**src/rtl/fbc_pkg.sv**
```systemverilog
package fbc_pkg;
  typedef enum logic [2:0] {
    BM_READ  = 3'd0,
    BM_WRITE = 3'd1,
    BM_ODIS  = 3'd2,
    BM_STBY  = 3'd3,
    BM_RST   = 3'd4
  } bus_mode_e;
endpackage

```
**src/rtl/fbc_mode_dec.sv**
```systemverilog
module fbc_mode_dec (
  input  logic               ce_n,
  input  logic               oe_n,
  input  logic               we_n,
  input  logic               hwrst_n,
  output fbc_pkg::bus_mode_e mode
);
  import fbc_pkg::*;

  // Priority: reset pin, then chip select, then write strobe, then output enable.
  always_comb begin
    if (!hwrst_n)             mode = BM_RST;
    else if (ce_n)            mode = BM_STBY;
    else if (!we_n && oe_n)   mode = BM_WRITE;
    else if (oe_n)            mode = BM_ODIS;
    else                      mode = BM_READ;
  end
endmodule

```
**src/rtl/fbc_rst_ctl.sv**
```systemverilog
module fbc_rst_ctl #(
  parameter int RST_MIN    = 4,
  parameter int T_REC_OP   = 20,
  parameter int T_REC_IDLE = 6,
  parameter int T_RH       = 3
) (
  input  logic clk,
  input  logic rst_n,
  input  logic hwrst_n,
  input  logic busy,
  output logic qual,
  output logic recovering,
  output logic read_hold
);
  localparam int T_REC_MAX = (T_REC_OP > T_REC_IDLE) ? T_REC_OP : T_REC_IDLE;
  localparam int LW = $clog2(RST_MIN + 2);
  localparam int RW = $clog2(T_REC_MAX + 2);
  localparam int HW = $clog2(T_RH + 2);

  logic [LW-1:0] low_cnt;
  logic [RW-1:0] rec_cnt;
  logic [HW-1:0] hold_cnt;

  // The pulse qualifies on its RST_MIN-th consecutive low sample; the counter saturates.
  assign qual       = !hwrst_n && (low_cnt == LW'(RST_MIN - 1));
  assign recovering = (rec_cnt != '0);
  assign read_hold  = (hold_cnt != '0);

  always_ff @(posedge clk or negedge rst_n) begin
    if (!rst_n) begin
      low_cnt <= '0;
    end else if (hwrst_n) begin
      low_cnt <= '0;
    end else if (low_cnt != LW'(RST_MIN)) begin
      low_cnt <= low_cnt + 1'b1;
    end
  end

  always_ff @(posedge clk or negedge rst_n) begin
    if (!rst_n) begin
      rec_cnt <= '0;
    end else if (qual) begin
      rec_cnt <= busy ? RW'(T_REC_OP) : RW'(T_REC_IDLE);
    end else if (rec_cnt != '0) begin
      rec_cnt <= rec_cnt - 1'b1;
    end
  end

  always_ff @(posedge clk or negedge rst_n) begin
    if (!rst_n) begin
      hold_cnt <= '0;
    end else if (!hwrst_n) begin
      hold_cnt <= HW'(T_RH);
    end else if (hold_cnt != '0) begin
      hold_cnt <= hold_cnt - 1'b1;
    end
  end
endmodule

```
**src/rtl/fbc_sleep_tmr.sv**
```systemverilog
module fbc_sleep_tmr #(
  parameter int AW      = 16,
  parameter int SLEEP_T = 10
) (
  input  logic          clk,
  input  logic          rst_n,
  input  logic [AW-1:0] addr,
  output logic          sleep,
  output logic          hold_data
);
  localparam int SW = $clog2(SLEEP_T + 2);

  logic [AW-1:0] addr_q;
  logic [SW-1:0] st_cnt;
  logic          addr_chg;

  assign addr_chg  = (addr != addr_q);
  assign sleep     = (st_cnt == SW'(SLEEP_T));
  assign hold_data = sleep && !addr_chg;

  always_ff @(posedge clk or negedge rst_n) begin
    if (!rst_n) begin
      addr_q <= '0;
      st_cnt <= '0;
    end else begin
      addr_q <= addr;
      if (addr_chg)        st_cnt <= '0;
      else if (!sleep)     st_cnt <= st_cnt + 1'b1;
    end
  end
endmodule

```
**src/rtl/flash_bus_ctrl.sv**
```systemverilog
module flash_bus_ctrl #(
  parameter int         AW         = 16,
  parameter int         RST_MIN    = 4,
  parameter int         T_REC_OP   = 20,
  parameter int         T_REC_IDLE = 6,
  parameter int         T_RH       = 3,
  parameter int         SLEEP_T    = 10,
  parameter logic [7:0] MFR_ID     = 8'h01,
  parameter logic [7:0] DEV_ID     = 8'hD2
) (
  input  logic          clk,
  input  logic          rst_n,
  input  logic          ce_n,
  input  logic          oe_n,
  input  logic          we_n,
  input  logic          hwrst_n,
  input  logic [AW-1:0] addr,
  input  logic [7:0]    din,
  input  logic [7:0]    arr_rdata,
  input  logic [7:0]    op_status,
  input  logic          op_start,
  input  logic          op_done,
  input  logic          asel_set,
  input  logic          asel_clr,
  output logic [7:0]    dq_out,
  output logic          dq_oe,
  output logic          ry_by,
  output logic [2:0]    bus_mode,
  output logic          sleep,
  output logic          op_abort,
  output logic          cmd_valid,
  output logic [AW-1:0] cmd_addr,
  output logic [7:0]    cmd_data
);
  import fbc_pkg::*;

  bus_mode_e  mode;
  logic       qual, recovering, read_hold, hold_data;
  logic       busy, asel, wr_q, wr_now;
  logic [7:0] rd_src;

  fbc_mode_dec u_dec (
    .ce_n    (ce_n),
    .oe_n    (oe_n),
    .we_n    (we_n),
    .hwrst_n (hwrst_n),
    .mode    (mode)
  );

  fbc_rst_ctl #(
    .RST_MIN    (RST_MIN),
    .T_REC_OP   (T_REC_OP),
    .T_REC_IDLE (T_REC_IDLE),
    .T_RH       (T_RH)
  ) u_rst (
    .clk        (clk),
    .rst_n      (rst_n),
    .hwrst_n    (hwrst_n),
    .busy       (busy),
    .qual       (qual),
    .recovering (recovering),
    .read_hold  (read_hold)
  );

  fbc_sleep_tmr #(
    .AW      (AW),
    .SLEEP_T (SLEEP_T)
  ) u_slp (
    .clk       (clk),
    .rst_n     (rst_n),
    .addr      (addr),
    .sleep     (sleep),
    .hold_data (hold_data)
  );

  assign bus_mode = mode;
  assign ry_by    = !(busy || recovering);
  assign wr_now   = (mode == BM_WRITE);

  // Read source: status during an operation, then identification, then array.
  always_comb begin
    if (busy)      rd_src = op_status;
    else if (asel) rd_src = addr[0] ? DEV_ID : MFR_ID;
    else           rd_src = arr_rdata;
  end

  // Embedded operation tracking; chip enable plays no part here.
  always_ff @(posedge clk or negedge rst_n) begin
    if (!rst_n)                     busy <= 1'b0;
    else if (qual || op_done)       busy <= 1'b0;
    else if (op_start && hwrst_n)   busy <= 1'b1;
  end

  always_ff @(posedge clk or negedge rst_n) begin
    if (!rst_n)                     asel <= 1'b0;
    else if (qual || asel_clr)      asel <= 1'b0;
    else if (asel_set && hwrst_n)   asel <= 1'b1;
  end

  always_ff @(posedge clk or negedge rst_n) begin
    if (!rst_n) begin
      dq_out   <= '0;
      dq_oe    <= 1'b0;
      op_abort <= 1'b0;
    end else begin
      if (!hold_data) dq_out <= rd_src;
      dq_oe    <= (mode == BM_READ) && !read_hold;
      op_abort <= qual && busy;
    end
  end

  always_ff @(posedge clk or negedge rst_n) begin
    if (!rst_n) begin
      wr_q      <= 1'b0;
      cmd_valid <= 1'b0;
      cmd_addr  <= '0;
      cmd_data  <= '0;
    end else begin
      wr_q      <= wr_now;
      cmd_valid <= wr_now && !wr_q && !recovering;
      if (wr_now && !wr_q && !recovering) begin
        cmd_addr <= addr;
        cmd_data <= din;
      end
    end
  end
endmodule

```
**config.mk**
```make
export PLATFORM = sky130hd
export DESIGN_NAME = flash_bus_ctrl
export DESIGN_NICKNAME = d
export VERILOG_FILES = /design/src/rtl/fbc_pkg.sv /design/src/rtl/fbc_mode_dec.sv /design/src/rtl/fbc_rst_ctl.sv /design/src/rtl/fbc_sleep_tmr.sv /design/src/rtl/flash_bus_ctrl.sv
export SDC_FILE = /design/constraint.sdc
export NUM_CORES = 1
export LEC_CHECK = 0
export CORE_UTILIZATION = 30
export DETAILED_ROUTE_END_ITERATION = 12
export PLACE_DENSITY = 0.6
export SYNTH_ARGS = -nofsm -noshare
export SYNTH_HDL_FRONTEND = slang
export SYNTH_SLANG_ARGS = --single-unit
export TNS_END_PERCENT = 20
```
**constraint.sdc**
```tcl
create_clock -name clk -period 3 [get_ports clk]
set_input_delay 0.9 -clock clk [delete_from_list [all_inputs] [get_ports clk]]
set_output_delay 0.9 -clock clk [all_outputs]
set_load 0.005 [all_outputs]
```
==> impl_results.md <==
* Final wirelength at 5950 um
* Setup slack at placement at -0.0691 ns
* Root Driver: clkbuf_8
* Seq/Total Area, Yosys at 58.9%
* Number of I/O port buffers at 89
* Post-Syn Nets at 285
* Required time of the worst setup path at 2.10 ns
* H-tree depth reported by CTS at 3
* Total Nets Final at 388
* CTS tree: yes
* Final Max Tran Viols at 0
* FILL cells at 901
* Synth area leader: dfrtp_1
* LEAKAGE at 1.91 nW
* Tot Pwr at 2.98 mW
* Post-synthesis async set-or-reset flop share at 100%
* Dpl hpwl at 4190 um
* WL/cell at 12.8 um
* Vias in the first global route at 2131
* Status: complete, no violations
* Flip-flop and latch count after synthesis at 69
* Final setup skew at 0.00649 ns
* Internal reg-to-reg setup slack at 0.97 ns
* Core ar. at 9370 um^2
* Hold Crit Depth at 1
* Clock-pin slew of the registers on the worst-case setup and hold paths at 0.08 ns
* GPL Wtd Cong at 0.696
* Vias at 2028
* Critical path class: input pin to output port
* Crit path cell chain: clkdlybuf4s50_1, inv_2, buf_4, clkdlybuf4s50_1
* R2R cell count at 7
* DR vias/cell at 4.37
* IO Count at 90
* Die height at 101 um
* Post-CTS setup buffers at 0
* Most used cell, CP: clkdlybuf4s50_1
* Setup TNS at 0 ns
* Period utilization at 97.2%
* Full die area at 10200 um^2
* Router iterations before antenna repair at 4
* # setup viols final at 0
* Total Routing Usage GR at 13.2%
* Crit start category: input pin
* Die boundary width at 101 um
* Critical path depth at 4
* Total congestion overflow at 0
* Setup ws final at 0.0830 ns
* Maximum clock insertion buffer count at 2
* First-pass GRT wire length at 10300 um
* Worst IR Drop VDD at 0.000234 V
* Initial DRC count at 63
* Share of cells above drive strength 1 at 17.0%
* CP top delay family: buffers and inverters
* Minimum clock period after layout at 2.92 ns
* Starting Density at 31.3%
* Largest net degree at the start of global routing at 70
* Worst Tran Pin Value at 0.867 ns
* Multi-input logic area at 1120 um^2
* RSZ-0062 raised after global routing: no
* CTS sink count at 69
* Maxcap violations at 0
* DRC Markers at 0
* CTS Buf Count at 9
* Worst path slowest cell: clkdlybuf4s50_1
* Max incr delay on CP at 0.49 ns
* Reg area at 1730 um^2
* Hold WC Path Type: register to register
* Final antenna-violating net count at 0
* Worst path bufs/invs at 4
* Post-synth EDFFs at 0
* Layout area overhead at 44.7%
* CP Capture Type: output port
* N_diodes at 0
* Synth Warn # at 0
* Crit path DAT at 2.02 ns
* Top cells by area, synth: dfrtp_1, mux2_2, xor2_1, mux2_1, ha_1
* Share of the synthesized area in the top cell type at 58.9%
* CP Max Fanout at 3
* Clock Latency Late Sink at 0.34 ns
* Avg Inst Size Synth at 12.9 um^2
* Mapped Area at 2930 um^2
* Mapped Cells at 227
* Slew headroom at 42.2%
* Number of core rows at 35
* Synth Flop Type: dfrtp_1
* Cell variety after synth at 33
* Fmax at 343 MHz
* Power per cell area at 703 nW/um^2
* Hold Fails Final Rpt at 0
* Initial antenna violation count at 0
## repair_timing
| action | in CTS | in global routing |
|---|---|---|
| hold buffers | 0 | 0 |
| setup endpoints to repair | 2 | 2 |
| resized for setup | 4 | 3 |
## logic make-up after synthesis
logic type | count (synthesis) | synth area share (%)
AO/OA/AOI/OAI | 23 | 4.57
XOR/XNOR | 22 | 6.58
adder cells (fa/ha/maj) | 8 | 3.42
buffers and inverters | 19 | 3.07
flip-flops | 69 | 58.9
multiplexers | 37 | 14.0
AND/OR/NAND/NOR | 49 | 9.44
## routing by layer
layer	share of wire (%)	vias up	GRT usage [%]
li1	-	983	-
met1	45	980	16.5
met2	48	57	21.1
met3	5.9	8	4.72
met4	1.2	0	4.35
met5	0	-	0
## cell usage in the layout, fill, tap and decap left out, drive strengths merged, types with 2 or more instances in the layout
| master | netlist | final |
|---|---|---|
| nand3 | 2 | 2 |
| nor4 | 4 | 4 |
| nor2b | 3 | 3 |
| nand2 | 9 | 9 |
| clkinv | 0 | 5 |
| buf | 3 | 10 |
| clkdlybuf4s50 | 0 | 85 |
| clkbuf | 3 | 9 |
| mux2 | 32 | 32 |
| xor2 | 18 | 18 |
| ha | 8 | 8 |
| inv | 13 | 14 |
| dlygate4sd2 | 0 | 2 |
| mux2i | 5 | 5 |
| a21oi | 8 | 8 |
| a211oi | 2 | 2 |
| nor2 | 16 | 16 |
| nand2b | 4 | 4 |
| a22o | 3 | 3 |
| o21ai | 9 | 9 |
| dfrtp | 69 | 69 |
| xnor2 | 4 | 4 |
| or3 | 2 | 2 |
| nor3b | 2 | 2 |
| nor3 | 3 | 3 |
## metrics by stage
step | cell area, um^2 | hold slack [ns] | util [%] | std cells
2_1_floorplan | 2930 | 0.478 | - | 227
3_3_place_gp | 4030 | 0.468 | 43.0 | 448
3_5_place_dp | 4030 | 0.475 | 43.0 | 448
4_1_cts | 4240 | 0.493 | 45.2 | 464
5_1_grt | 4240 | 0.500 | 45.2 | 464
6_report | 4240 | 0.488 | 45.2 | 464
## power by group
| group | total, mW | internal, mW | switching (mW) |
|---|---|---|---|
| logic | 0.917 | 0.601 | 0.317 |
| clock network | 0.750 | 0.388 | 0.362 |
| registers | 1.31 | 1.18 | 0.137 |
## final timing paths
kind / startpoint / to
max: hwrst_n / bus_mode[2]
min: cmd_addr[12] / cmd_addr[12]
max reg2reg: u_rst.rec_cnt[0] / cmd_addr[2]
min reg2reg: cmd_addr[12] / cmd_addr[12]
max in group asynchronous: rst_n / cmd_data[4]
min in group asynchronous: rst_n / cmd_data[1]
## area by class of cell
type                       count  area share [%]
clock buffer                   9            2.92
clock inverter                 7            1.77
inverter                      13            1.15
multi-input combinational    139            26.5
sequential                    69            40.7
tap                          129            3.81
timing repair buffer          98            23.1
## Yosys cell counts (all sizes together), types with 4 or more instances
master	count
dfrtp	69
mux2	32
xor2	18
nor2	16
inv	13
nand2	9
o21ai	9
a21oi	8
ha	8
mux2i	5
nand2b	4
nor4	4
xnor2	4
## registers in the layout (all words and copies together) (netlist names)
| name | flops |
|---|---|
| cmd_addr | 16 |
| u_slp.addr_q | 16 |
| cmd_data | 8 |
| dq_out | 8 |
| u_rst.rec_cnt | 5 |
| u_slp.st_cnt | 4 |
| u_rst.hold_cnt | 3 |
| u_rst.low_cnt | 3 |
| asel | 1 |
| busy | 1 |
| cmd_valid | 1 |
| dq_oe | 1 |
| op_abort | 1 |
| wr_q | 1 |
Power figures use the tool's default switching activity.
